### src/rtl/scp_pkg.sv
package scp_pkg;

    localparam int NUM_ELEM = 2;

    typedef enum logic [1:0] {
        PH_IDLE = 2'd0,
        PH_WAIT = 2'd1,
        PH_RUN  = 2'd2
    } phase_e;

    typedef struct packed {
        phase_e phase;
        logic   active;
        logic   has_active;
        logic   ack;
    } ctrl_s;

endpackage

### src/rtl/scp_column.sv
module scp_column #(
    parameter int COL_DEPTH = 32,
    parameter int SCORE_W   = 8,
    localparam int IDX_W    = $clog2(COL_DEPTH)
) (
    input  logic               clk,
    input  logic               we_i,
    input  logic [IDX_W-1:0]   waddr_i,
    input  logic [SCORE_W-1:0] wdata_i,
    input  logic [IDX_W-1:0]   raddr_i,
    output logic [SCORE_W-1:0] rdata_o
);

    logic [SCORE_W-1:0] mem_q [COL_DEPTH];
    logic [SCORE_W-1:0] mem_d [COL_DEPTH];

    always_comb begin
        mem_d = mem_q;
        if (we_i) begin
            mem_d[waddr_i] = wdata_i;
        end
    end

    always_ff @(posedge clk) begin
        mem_q <= mem_d;
    end

    assign rdata_o = mem_q[raddr_i];

endmodule

### src/rtl/scp_fill_track.sv
module scp_fill_track #(
    parameter int COL_DEPTH = 32,
    localparam int IDX_W    = $clog2(COL_DEPTH),
    localparam int NELEM    = scp_pkg::NUM_ELEM
) (
    input  logic             clk,
    input  logic             rst_n,
    input  logic             wr_en_i,
    input  logic             swap_i,
    input  logic             shadow_sel_i,
    output logic             accept_o,
    output logic [IDX_W-1:0] wr_ptr_o,
    output logic             shadow_full_o
);

    localparam logic [IDX_W-1:0] LAST_IDX = IDX_W'(COL_DEPTH - 1);

    typedef struct packed {
        logic [IDX_W-1:0] ptr;
        logic [NELEM-1:0] full;
    } fill_s;

    fill_s st_q, st_d;
    logic  accept;

    always_comb begin
        st_d   = st_q;
        accept = wr_en_i && !st_q.full[shadow_sel_i];
        if (accept) begin
            if (st_q.ptr == LAST_IDX) begin
                st_d.ptr                 = '0;
                st_d.full[shadow_sel_i]  = 1'b1;
            end else begin
                st_d.ptr = st_q.ptr + 1'b1;
            end
        end
        if (swap_i) begin
            st_d.full[~shadow_sel_i] = 1'b0;
            st_d.ptr                 = '0;
        end
    end

    always_ff @(posedge clk) begin
        if (!rst_n) begin
            st_q <= '0;
        end else begin
            st_q <= st_d;
        end
    end

    assign accept_o      = accept;
    assign wr_ptr_o      = st_q.ptr;
    assign shadow_full_o = st_q.full[shadow_sel_i];

endmodule

### src/rtl/scp_pass_ctrl.sv
module scp_pass_ctrl (
    input  logic clk,
    input  logic rst_n,
    input  logic pass_start_i,
    input  logic pass_done_i,
    input  logic shadow_full_i,
    output logic swap_o,
    output logic active_o,
    output logic has_active_o,
    output logic ack_o,
    output logic not_ready_o,
    output logic busy_o
);

    import scp_pkg::*;

    ctrl_s st_q, st_d;
    logic  swap;

    always_comb begin
        st_d     = st_q;
        st_d.ack = 1'b0;
        swap     = 1'b0;
        unique case (st_q.phase)
            PH_IDLE: begin
                if (pass_start_i) begin
                    if (shadow_full_i) begin
                        swap       = 1'b1;
                        st_d.phase = PH_RUN;
                    end else begin
                        st_d.phase = PH_WAIT;
                    end
                end
            end
            PH_WAIT: begin
                if (shadow_full_i) begin
                    swap       = 1'b1;
                    st_d.phase = PH_RUN;
                end
            end
            PH_RUN: begin
                if (pass_done_i) begin
                    st_d.phase = PH_IDLE;
                end
            end
            default: st_d.phase = PH_IDLE;
        endcase
        if (swap) begin
            st_d.active     = ~st_q.active;
            st_d.has_active = 1'b1;
            st_d.ack        = 1'b1;
        end
    end

    always_ff @(posedge clk) begin
        if (!rst_n) begin
            st_q <= '{phase: PH_IDLE, active: 1'b0, has_active: 1'b0, ack: 1'b0};
        end else begin
            st_q <= st_d;
        end
    end

    assign swap_o       = swap;
    assign active_o     = st_q.active;
    assign has_active_o = st_q.has_active;
    assign ack_o        = st_q.ack;
    assign not_ready_o  = (st_q.phase == PH_WAIT);
    assign busy_o       = (st_q.phase == PH_RUN);

endmodule

### src/rtl/score_col_pingpong.sv
module score_col_pingpong #(
    parameter int COL_DEPTH = 32,
    parameter int SCORE_W   = 8,
    localparam int IDX_W    = $clog2(COL_DEPTH)
) (
    input  logic               clk,
    input  logic               rst_n,
    input  logic               wr_en_i,
    input  logic [SCORE_W-1:0] wr_data_i,
    input  logic               rd_en_i,
    input  logic [IDX_W-1:0]   rd_idx_i,
    output logic               rd_valid_o,
    output logic [SCORE_W-1:0] rd_data_o,
    input  logic               pass_start_i,
    input  logic               pass_done_i,
    output logic               pass_ack_o,
    output logic               not_ready_o,
    output logic               pass_busy_o,
    output logic               shadow_full_o,
    output logic               active_sel_o
);

    localparam int NELEM = scp_pkg::NUM_ELEM;

    typedef struct packed {
        logic               valid;
        logic [SCORE_W-1:0] data;
    } rd_s;

    logic               swap;
    logic               active;
    logic               has_active;
    logic               shadow_full;
    logic               accept;
    logic [IDX_W-1:0]   wr_ptr;
    logic [SCORE_W-1:0] col_rd [NELEM];
    rd_s                rd_q, rd_d;

    scp_pass_ctrl u_ctrl (
        .clk           (clk),
        .rst_n         (rst_n),
        .pass_start_i  (pass_start_i),
        .pass_done_i   (pass_done_i),
        .shadow_full_i (shadow_full),
        .swap_o        (swap),
        .active_o      (active),
        .has_active_o  (has_active),
        .ack_o         (pass_ack_o),
        .not_ready_o   (not_ready_o),
        .busy_o        (pass_busy_o)
    );

    scp_fill_track #(
        .COL_DEPTH (COL_DEPTH)
    ) u_fill (
        .clk           (clk),
        .rst_n         (rst_n),
        .wr_en_i       (wr_en_i),
        .swap_i        (swap),
        .shadow_sel_i  (~active),
        .accept_o      (accept),
        .wr_ptr_o      (wr_ptr),
        .shadow_full_o (shadow_full)
    );

    for (genvar k = 0; k < NELEM; k++) begin : g_elem
        logic elem_we;
        assign elem_we = accept && (active != 1'(k));
        scp_column #(
            .COL_DEPTH (COL_DEPTH),
            .SCORE_W   (SCORE_W)
        ) u_col (
            .clk     (clk),
            .we_i    (elem_we),
            .waddr_i (wr_ptr),
            .wdata_i (wr_data_i),
            .raddr_i (rd_idx_i),
            .rdata_o (col_rd[k])
        );
    end

    always_comb begin
        rd_d       = rd_q;
        rd_d.valid = rd_en_i && has_active;
        if (rd_en_i && has_active) begin
            rd_d.data = col_rd[active];
        end
    end

    always_ff @(posedge clk) begin
        if (!rst_n) begin
            rd_q <= '0;
        end else begin
            rd_q <= rd_d;
        end
    end

    assign rd_valid_o    = rd_q.valid;
    assign rd_data_o     = rd_q.data;
    assign shadow_full_o = shadow_full;
    assign active_sel_o  = active;

endmodule

### config.mk
export PLATFORM = sky130hd
export DESIGN_NAME = score_col_pingpong
export DESIGN_NICKNAME = d
export VERILOG_FILES = /design/src/rtl/scp_pkg.sv /design/src/rtl/scp_column.sv /design/src/rtl/scp_fill_track.sv /design/src/rtl/scp_pass_ctrl.sv /design/src/rtl/score_col_pingpong.sv
export SDC_FILE = /design/constraint.sdc
export NUM_CORES = 1
export LEC_CHECK = 0
export BUFFER_PORTS_ARGS = -buffer_cell sky130_fd_sc_hd__buf_2
export CORE_ASPECT_RATIO = 2
export CORE_MARGIN = 1.5
export CORE_UTILIZATION = 65
export CTS_BUF_LIST = sky130_fd_sc_hd__clkbuf_4
export DETAILED_ROUTE_END_ITERATION = 8
export PLACE_DENSITY_LB_ADDON = 0.2
export SLEW_MARGIN = 20
export SYNTH_ARGS = -nofsm -noshare
export SYNTH_HDL_FRONTEND = slang
export SYNTH_SLANG_ARGS = --single-unit
### constraint.sdc
create_clock -name clk -period 2.4 [get_ports clk]
set_clock_uncertainty 0.1 [all_clocks]
set_input_delay 0.24 -clock clk [delete_from_list [all_inputs] [get_ports clk]]
set_output_delay 0.24 -clock clk [all_outputs]
set_load 0.01 [all_outputs]
==> results of run 1 <==
## per-layer routing
layer	routed length (um)	up-vias	part of all wire [%]
met5	0	-	0
met4	1940	0	4.2
met3	3240	115	7.1
met2	24800	525	54
met1	15800	5698	35
li1	-	4841	-
## synthesized netlist by cell type, drive strengths merged, types with 2 or more instances
library cell	number	area, um2
inv	4	15.0
nor2	74	278
nand2	43	161
nand3b	3	22.5
and3	3	18.8
nand4	10	62.6
nand2b	2	12.5
dfxtp	21	420
or3	2	12.5
nor2b	11	68.8
o211ai	7	52.6
mux4	105	2360
a221o	7	70.1
o21ai	3	15.0
nor3	4	20.0
o21a	2	15.0
edfxtp	512	15400
or3b	2	17.5
a22oi	22	165
buf	30	184
mux2	21	236
and2	2	12.5
a21oi	21	105
nand3	24	120
nor3b	3	22.5
mux2i	67	671
clkbuf	26	97.6
o221ai	4	35.0
or2	2	12.5
ha	5	62.6
## worst paths after layout
kind / start / end / cells past startpoint
setup reg to reg: u_fill.wr_ptr_o[2]$_SDFFE_PP0N_ / g_elem[0].u_col.mem_q[133]$_DFFE_PP_ / 3
setup / recovery: u_ctrl.active_o$_SDFFE_PN0N_ / shadow_full_o / 3
hold reg to reg: rd_data_o[7]$_SDFFE_PN0P_ / rd_data_o[7]$_SDFFE_PN0P_ / 2
hold / removal: rd_idx_i[2] / rd_data_o[6]$_SDFFE_PN0P_ / 6
## tightest hold or removal path, cell delays in order
cell and delay [ns]:
buf_6 0.15, mux4_2 0.22, mux2_2 0.14, nand2_1 0.05, nand4_1 0.12, a221o_1 0.15
## stage by stage
stage               hold WS, ns  instances  instance area [um2]
floorplan                 0.239       1054                20800
global placement          0.392       1580                22400
detailed placement        0.423       1580                22400
CTS                       0.105       1795                24000
global route              0.144       1798                24000
finish                    0.156       1798                24000
## sequential cells by signal, indices dropped and copies added (netlist names), 2 cells and up
register,flops
g_elem.u_col.mem_q,512
rd_data_o,8
u_fill.wr_ptr_o,5
u_ctrl.st_q,2
u_fill.st_q,2
## kinds of logic after synthesis
logic type / count (synthesis) / share of synthesized area, %
compound gates: 74 / 2.49
xor+xnor: 1 / 0.0421
fa+ha+maj: 5 / 0.300
buf+inv: 60 / 1.42
flops: 533 / 75.9
mux: 193 / 15.7
simple gates: 188 / 4.17
## final cells by class
cell class / instances / area (um2) / area share [%]
Multi-Input combinational cell: 461 / 4740 / 19.8
Inverter: 4 / 15.0 / 0.0627
Timing Repair Buffer: 178 / 1520 / 6.33
Antenna cell: 3 / 7.51 / 0.0313
Tap cell: 423 / 529 / 2.21
Sequential cell: 533 / 15800 / 65.9
Clock inverter: 41 / 188 / 0.783
Clock buffer: 155 / 1160 / 4.86
## power by group through the flow
stage / combinational [mW] / sequential, mW / clock, mW
final: 0.935 / 10.2 / 6.31
after CTS: 0.936 / 10.2 / 6.44
after global placement: 0.894 / 10.4 / 0
after floorplan: 0.476 / 10.4 / 0
after global routing: 0.989 / 10.2 / 6.83
after detailed placement: 0.911 / 10.4 / 0
## repair_timing
item                                    in CTS  in global routing
resized for setup                            3                  0
endpoints found under the setup margin       1                  0
hold buffers                                19                  0
hold endpoints to repair                   383                  0
==> flow_metrics.tcl, run 1 <==
set metrics [dict create \
    status "complete, no violations" \
    cts.sinks 533 \
    fmax_ghz 0.440 \
    cp_slowest_cell "dfxtp_2" \
    intPower_mw 13.7 \
    drv_cap 0 \
    vias 11200 \
    cp_num_buf_inv 2 \
    synth.distinct_cells 45 \
    ctsRootBufferMaster "clkbuf_4" \
    cts_tree "done" \
    finalHoldViolCount 0 \
    crit_type "register to output pin" \
    power_switching_mw 3.77 \
    crit_arrival_ns 1.93 \
    synth_seq_cells 533 \
    finalCriticalPeriod_ns 2.27 \
    layout_common_cells "512 x edfxtp_1, 155 x clkbuf_4, 111 x buf_4, 105 x mux4_2, 74 x nor2_1" \
    overflow 0 \
    path_clk_slew_ns 0.08 \
    synth_edf_count 512 \
    rows 92 \
    ctsHtreeMaxLevel 3 \
    cts_max_path_buffers 3 \
    dieHeight_um 256 \
    insertion_delay_ns 0.84 \
    cp-end-kind "output pin" \
    cts_buffers 105 \
    route.detailed.drc 0 \
    antenna_found_initial 3 \
    slew_violations 0 \
    netlist_area_um2 20800 \
    max-slew-margin-rel_pct 49.7 \
    clockPowerShare_pct 36.1 \
    wl_per_cell_um 25.4 \
    postSynth.asyncResetShare_pct 0 \
    finalCritPeriodShare_pct 94.8 \
    required_ns 2.06 \
    layout_commonest_cell "edfxtp_1" \
    synth-main-ff-cell "edfxtp_1" \
    post-route-util_pct 76.0 \
    synthCells 1054 \
    fin_ws_ns 0.125 \
    grt_use_met1_pct 35.8 \
    io_buffers 32 \
    detail-route-antenna-nets 0 \
    grtUsageTotal_pct 29.3 \
    ys_seq_area_share_pct 75.9 \
    ir_worst_vdd_uv 479 \
    final.setup.tns_ns 0 \
    crit_chain "mux2i_4 > inv_1 > buf_2" \
    max_stage_delay_ns 0.44 \
    leakage_nw 8.16 \
    avgViaCountPerCell 6.22 \
    gp_congestion 0.861 \
    drive_gt1_share_pct 33.2 \
    met3_usage_pct 6.02 \
    avgSynthCellArea_um2 19.8 \
    critical_path.max_fanout 7 \
    power_frac_comb_pct 5.4 \
    finalSetupViolCount 0 \
    cts_post_setup_buffers_inserted 0 \
    area_growth_pct 15.1 \
    start_kind "register" \
    grt_pass1_vias 11700 \
    dp_hpwl_um 29800 \
    preCtsSetupSlack_ns -0.0501 \
    io-pin-count 33 \
    grt_setup_unrepaired "no" \
    power_frac_seq_pct 58.5 \
    die_area_um2 33200 \
    grt_pass1_wl_um 69000 \
    drtIter0Drc 1022 \
    die_x_um 130 \
    dr.pass1.iters 5 \
    r2r_slack_ns 0.24 \
    core_area_um2 31500 \
    start_util_pct 66.0 \
    fill_cells 1849 \
    routed_wl_um 45700 \
    grt.busiest_layer "met2" \
    yosys_warnings 0 \
    p_per_area_nw_per_um2 728 \
    grt_max_degree 65 \
    hold_class "input pin to register" \
    finalPower_mw 17.5 \
    crit_family "flip-flops" \
    tightest_slew_ns 0.753 \
    layout.nets 1307 \
    swShare_pct 21.6 \
    synth_fp_nets 1078 \
    met2_usage_pct 49.9 \
]
Power figures use the tool's default switching activity.
==> inputs of run 2 (changes only) <==
Settings changed: SYNTH_HIERARCHICAL set to 1.
==> run 2 against run 1 <==
  * Synthesized area increased by 0.30%
  * Core utilization rose by 0.60 points
  * Combinational power rose by 4.8%
  * Global-route usage is 0.44 points higher
  * Synthesized cell count shrank 12%
  * Final area grew 0.79%
  * Critical path depth rose by 4
  * Wire length grew 1.3%
  * Worst setup slack got worse by 0.048 ns
==> flow_metrics.tcl, run 2 <==
set metrics [dict create \
    start_kind "register" \
    crit_type "register to register" \
    vias 10300 \
    area_growth_pct 15.6 \
    max-slew-margin-rel_pct 43.4 \
    endpoint "g_elem[0].u_col/mem_q[156]$_DFFE_PP_" \
    slew_violations 0 \
    route.detailed.drc 0 \
    drv_cap 0 \
    critical_path.max_fanout 8 \
    r2r_slack_ns 0.08 \
    ys_seq_area_share_pct 75.6 \
    status "complete, no violations" \
    drtIter0Drc 827 \
    cp-end-kind "register" \
    io-pin-count 33 \
    finalCritPeriodShare_pct 96.8 \
    multi_input_area_um2 4930 \
    grt_max_degree 41 \
    synthTopCellsByArea "edfxtp_1 74%, mux4_2 17%, dfxtp_1 2.0%, nor2_1 1.2%, mux2_2 0.86%" \
    ctsRootBufferMaster "clkbuf_4" \
    finalSetupViolCount 0 \
    dp_hpwl_um 30700 \
    final.setup.tns_ns 0 \
    timing.critical_path.from "u_ctrl/active_o$_SDFFE_PN0P_" \
    finalHoldViolCount 0 \
    crit_arrival_ns 2.70 \
    routed_wl_um 46300 \
    reg2reg_depth 7 \
    detail-route-antenna-nets 0 \
    reg2reg_to "g_elem[0].u_col/mem_q[156]$_DFFE_PP_" \
    cts.sinks 533 \
    avgSynthCellArea_um2 22.6 \
    clockPowerShare_pct 35.9 \
    power_switching_mw 3.81 \
    wl_per_cell_um 27.7 \
    dr.pass1.iters 5 \
    grt_pass1_wl_um 68500 \
    leakage_nw 7.89 \
    hold_class "input pin to register" \
    synth_edf_count 512 \
    die_area_um2 33300 \
    ctsHtreeMaxLevel 3 \
    synth_fp_nets 945 \
    yosys_warnings 6 \
    gp_congestion 0.828 \
    die_x_um 130 \
    regMostFlops "g_elem.u_col/mem_q" \
    required_ns 2.78 \
    fill_cells 1749 \
    synth.distinct_cells 43 \
    io_buffers 32 \
    rows 92 \
    synth_seq_cells 533 \
    finalCriticalPeriod_ns 2.32 \
    cts_buffers 107 \
    r2r_start "u_ctrl/active_o$_SDFFE_PN0P_" \
    p_per_area_nw_per_um2 723 \
    intPower_mw 13.6 \
    antenna_found_initial 2 \
    core_area_um2 31500 \
    start_util_pct 66.2 \
    regArea_um2 15800 \
    largest_reg_flops 512 \
    grt_pass1_vias 11200 \
    ir_worst_vdd_uv 608 \
    finalPower_mw 17.5 \
    postSynth.asyncResetShare_pct 0 \
    layout_common_cells "512 x edfxtp_1, 160 x mux4_2, 147 x clkbuf_4, 98 x buf_4, 51 x nor2_1" \
    overflow 0 \
    power_frac_comb_pct 5.6 \
    layout.nets 1172 \
    swShare_pct 21.8 \
    post-synth-top-area-cell "edfxtp_1" \
    cts_tree "done" \
    fmax_ghz 0.431 \
    dieHeight_um 256 \
    drive_gt1_share_pct 43.1 \
    insertion_delay_ns 0.84 \
    yosysTopAreaCellShare_pct 73.6 \
    synthCells 924 \
    path_clk_slew_ns 0.07 \
    avgViaCountPerCell 6.19 \
    power_frac_seq_pct 58.5 \
    cts_max_path_buffers 3 \
    synth-main-ff-cell "edfxtp_1" \
    yosysMostFrequentCell "edfxtp_1" \
    tightest_slew_ns 0.849 \
    post-route-util_pct 76.6 \
    netlist_area_um2 20900 \
    layout_commonest_cell "edfxtp_1" \
    yosys-top-cells-count "512 x edfxtp_1, 160 x mux4_2, 68 x nor2_1, 21 x dfxtp_1, 18 x buf_4" \
    grtUsageTotal_pct 29.7 \
]
## run 2: critical path, cell delays in order (launching register included)
cell     delay (ns)
dfxtp_2        0.34
inv_4          0.08
mux2i_4        0.26
inv_4          0.05
nor2_4         0.12
and2_4         0.17
or3b_4         0.53
nor2_4         0.32
## run 2: final cells by class
cell class                 count  area share, %
antenna                        2         0.0207
clock buffer                 147           4.57
clock inverter                56           1.03
inverter                       5         0.0985
multi-input combinational    337           20.4
sequential                   533           65.4
tap                          423           2.19
timing repair buffer         167           6.25
## run 2: worst min path at each step
stage	start	slack (ns)	cells after the start	end
floorplan	wr_data_i[0]	0.24	0	g_elem[0].u_col/mem_q[0]$_DFFE_PP_
detailed placement	u_fill/st_q[1]$_SDFF_PN0_	0.44	2	u_fill/st_q[1]$_SDFF_PN0_
global placement	u_fill/st_q[1]$_SDFF_PN0_	0.40	2	u_fill/st_q[1]$_SDFF_PN0_
CTS	rst_n	0.17	3	u_ctrl/has_active_o$_SDFFE_PN0P_
global route	rst_n	0.16	3	u_ctrl/has_active_o$_SDFFE_PN0P_
finish	rst_n	0.20	3	u_ctrl/has_active_o$_SDFFE_PN0P_
## run 2: power by group through the flow
| stage | clock network [mW] | logic (mW) | registers [mW] |
|---|---|---|---|
| floorplan | 0 | 0.541 | 10.4 |
| global placement | 0 | 0.940 | 10.4 |
| detailed placement | 0 | 0.962 | 10.4 |
| CTS | 6.41 | 0.980 | 10.2 |
| global route | 6.85 | 1.03 | 10.2 |
| finish | 6.26 | 0.980 | 10.2 |
## run 2: routing by layer
layer | up-vias | GRT usage (%) | routed length [um] | share of wire (%)
met1 | 5334 | 33.1 | 15100 | 33
li1 | 4449 | - | - | -
met2 | 452 | 53.5 | 26500 | 57
met3 | 101 | 5.45 | 2750 | 5.9
met4 | 0 | 15.2 | 1950 | 4.2
met5 | - | 0 | 0 | 0
## run 2: timing repair
| action | 4_1_cts | 5_1_grt |
|---|---|---|
| resized for setup | 0 | 0 |
| hold buffers | 15 | 0 |
| hold endpoints to repair | 347 | 0 |
| endpoints found under the setup margin | 0 | 38 |
| setup buffers | 0 | 6 |
## run 2: per-stage QoR
| step | setup slack, ns | std cells | cell area (um2) | hold WS (ns) |
|---|---|---|---|---|
| after floorplan | 0.0101 | 924 | 21100 | 0.239 |
| after global placement | -0.291 | 1444 | 22500 | 0.399 |
| after detailed placement | -0.338 | 1444 | 22500 | 0.437 |
| after CTS | 0.0229 | 1662 | 24000 | 0.166 |
| after global routing | -0.0120 | 1670 | 24100 | 0.165 |
| final | 0.0775 | 1670 | 24100 | 0.205 |
## run 2: cells by family (layout without fill, tap and decap cells)
logic type	count (synthesis)	after routing	share of synthesized area [%]
DFF	533	533	75.6
muxes	186	186	18.6
and+or+nand+nor	119	119	2.98
buffers and inverters	54	375	1.49
AOI/OAI and AO/OA	30	30	1.16
adders and majority gates	2	2	0.120
other	0	2	0
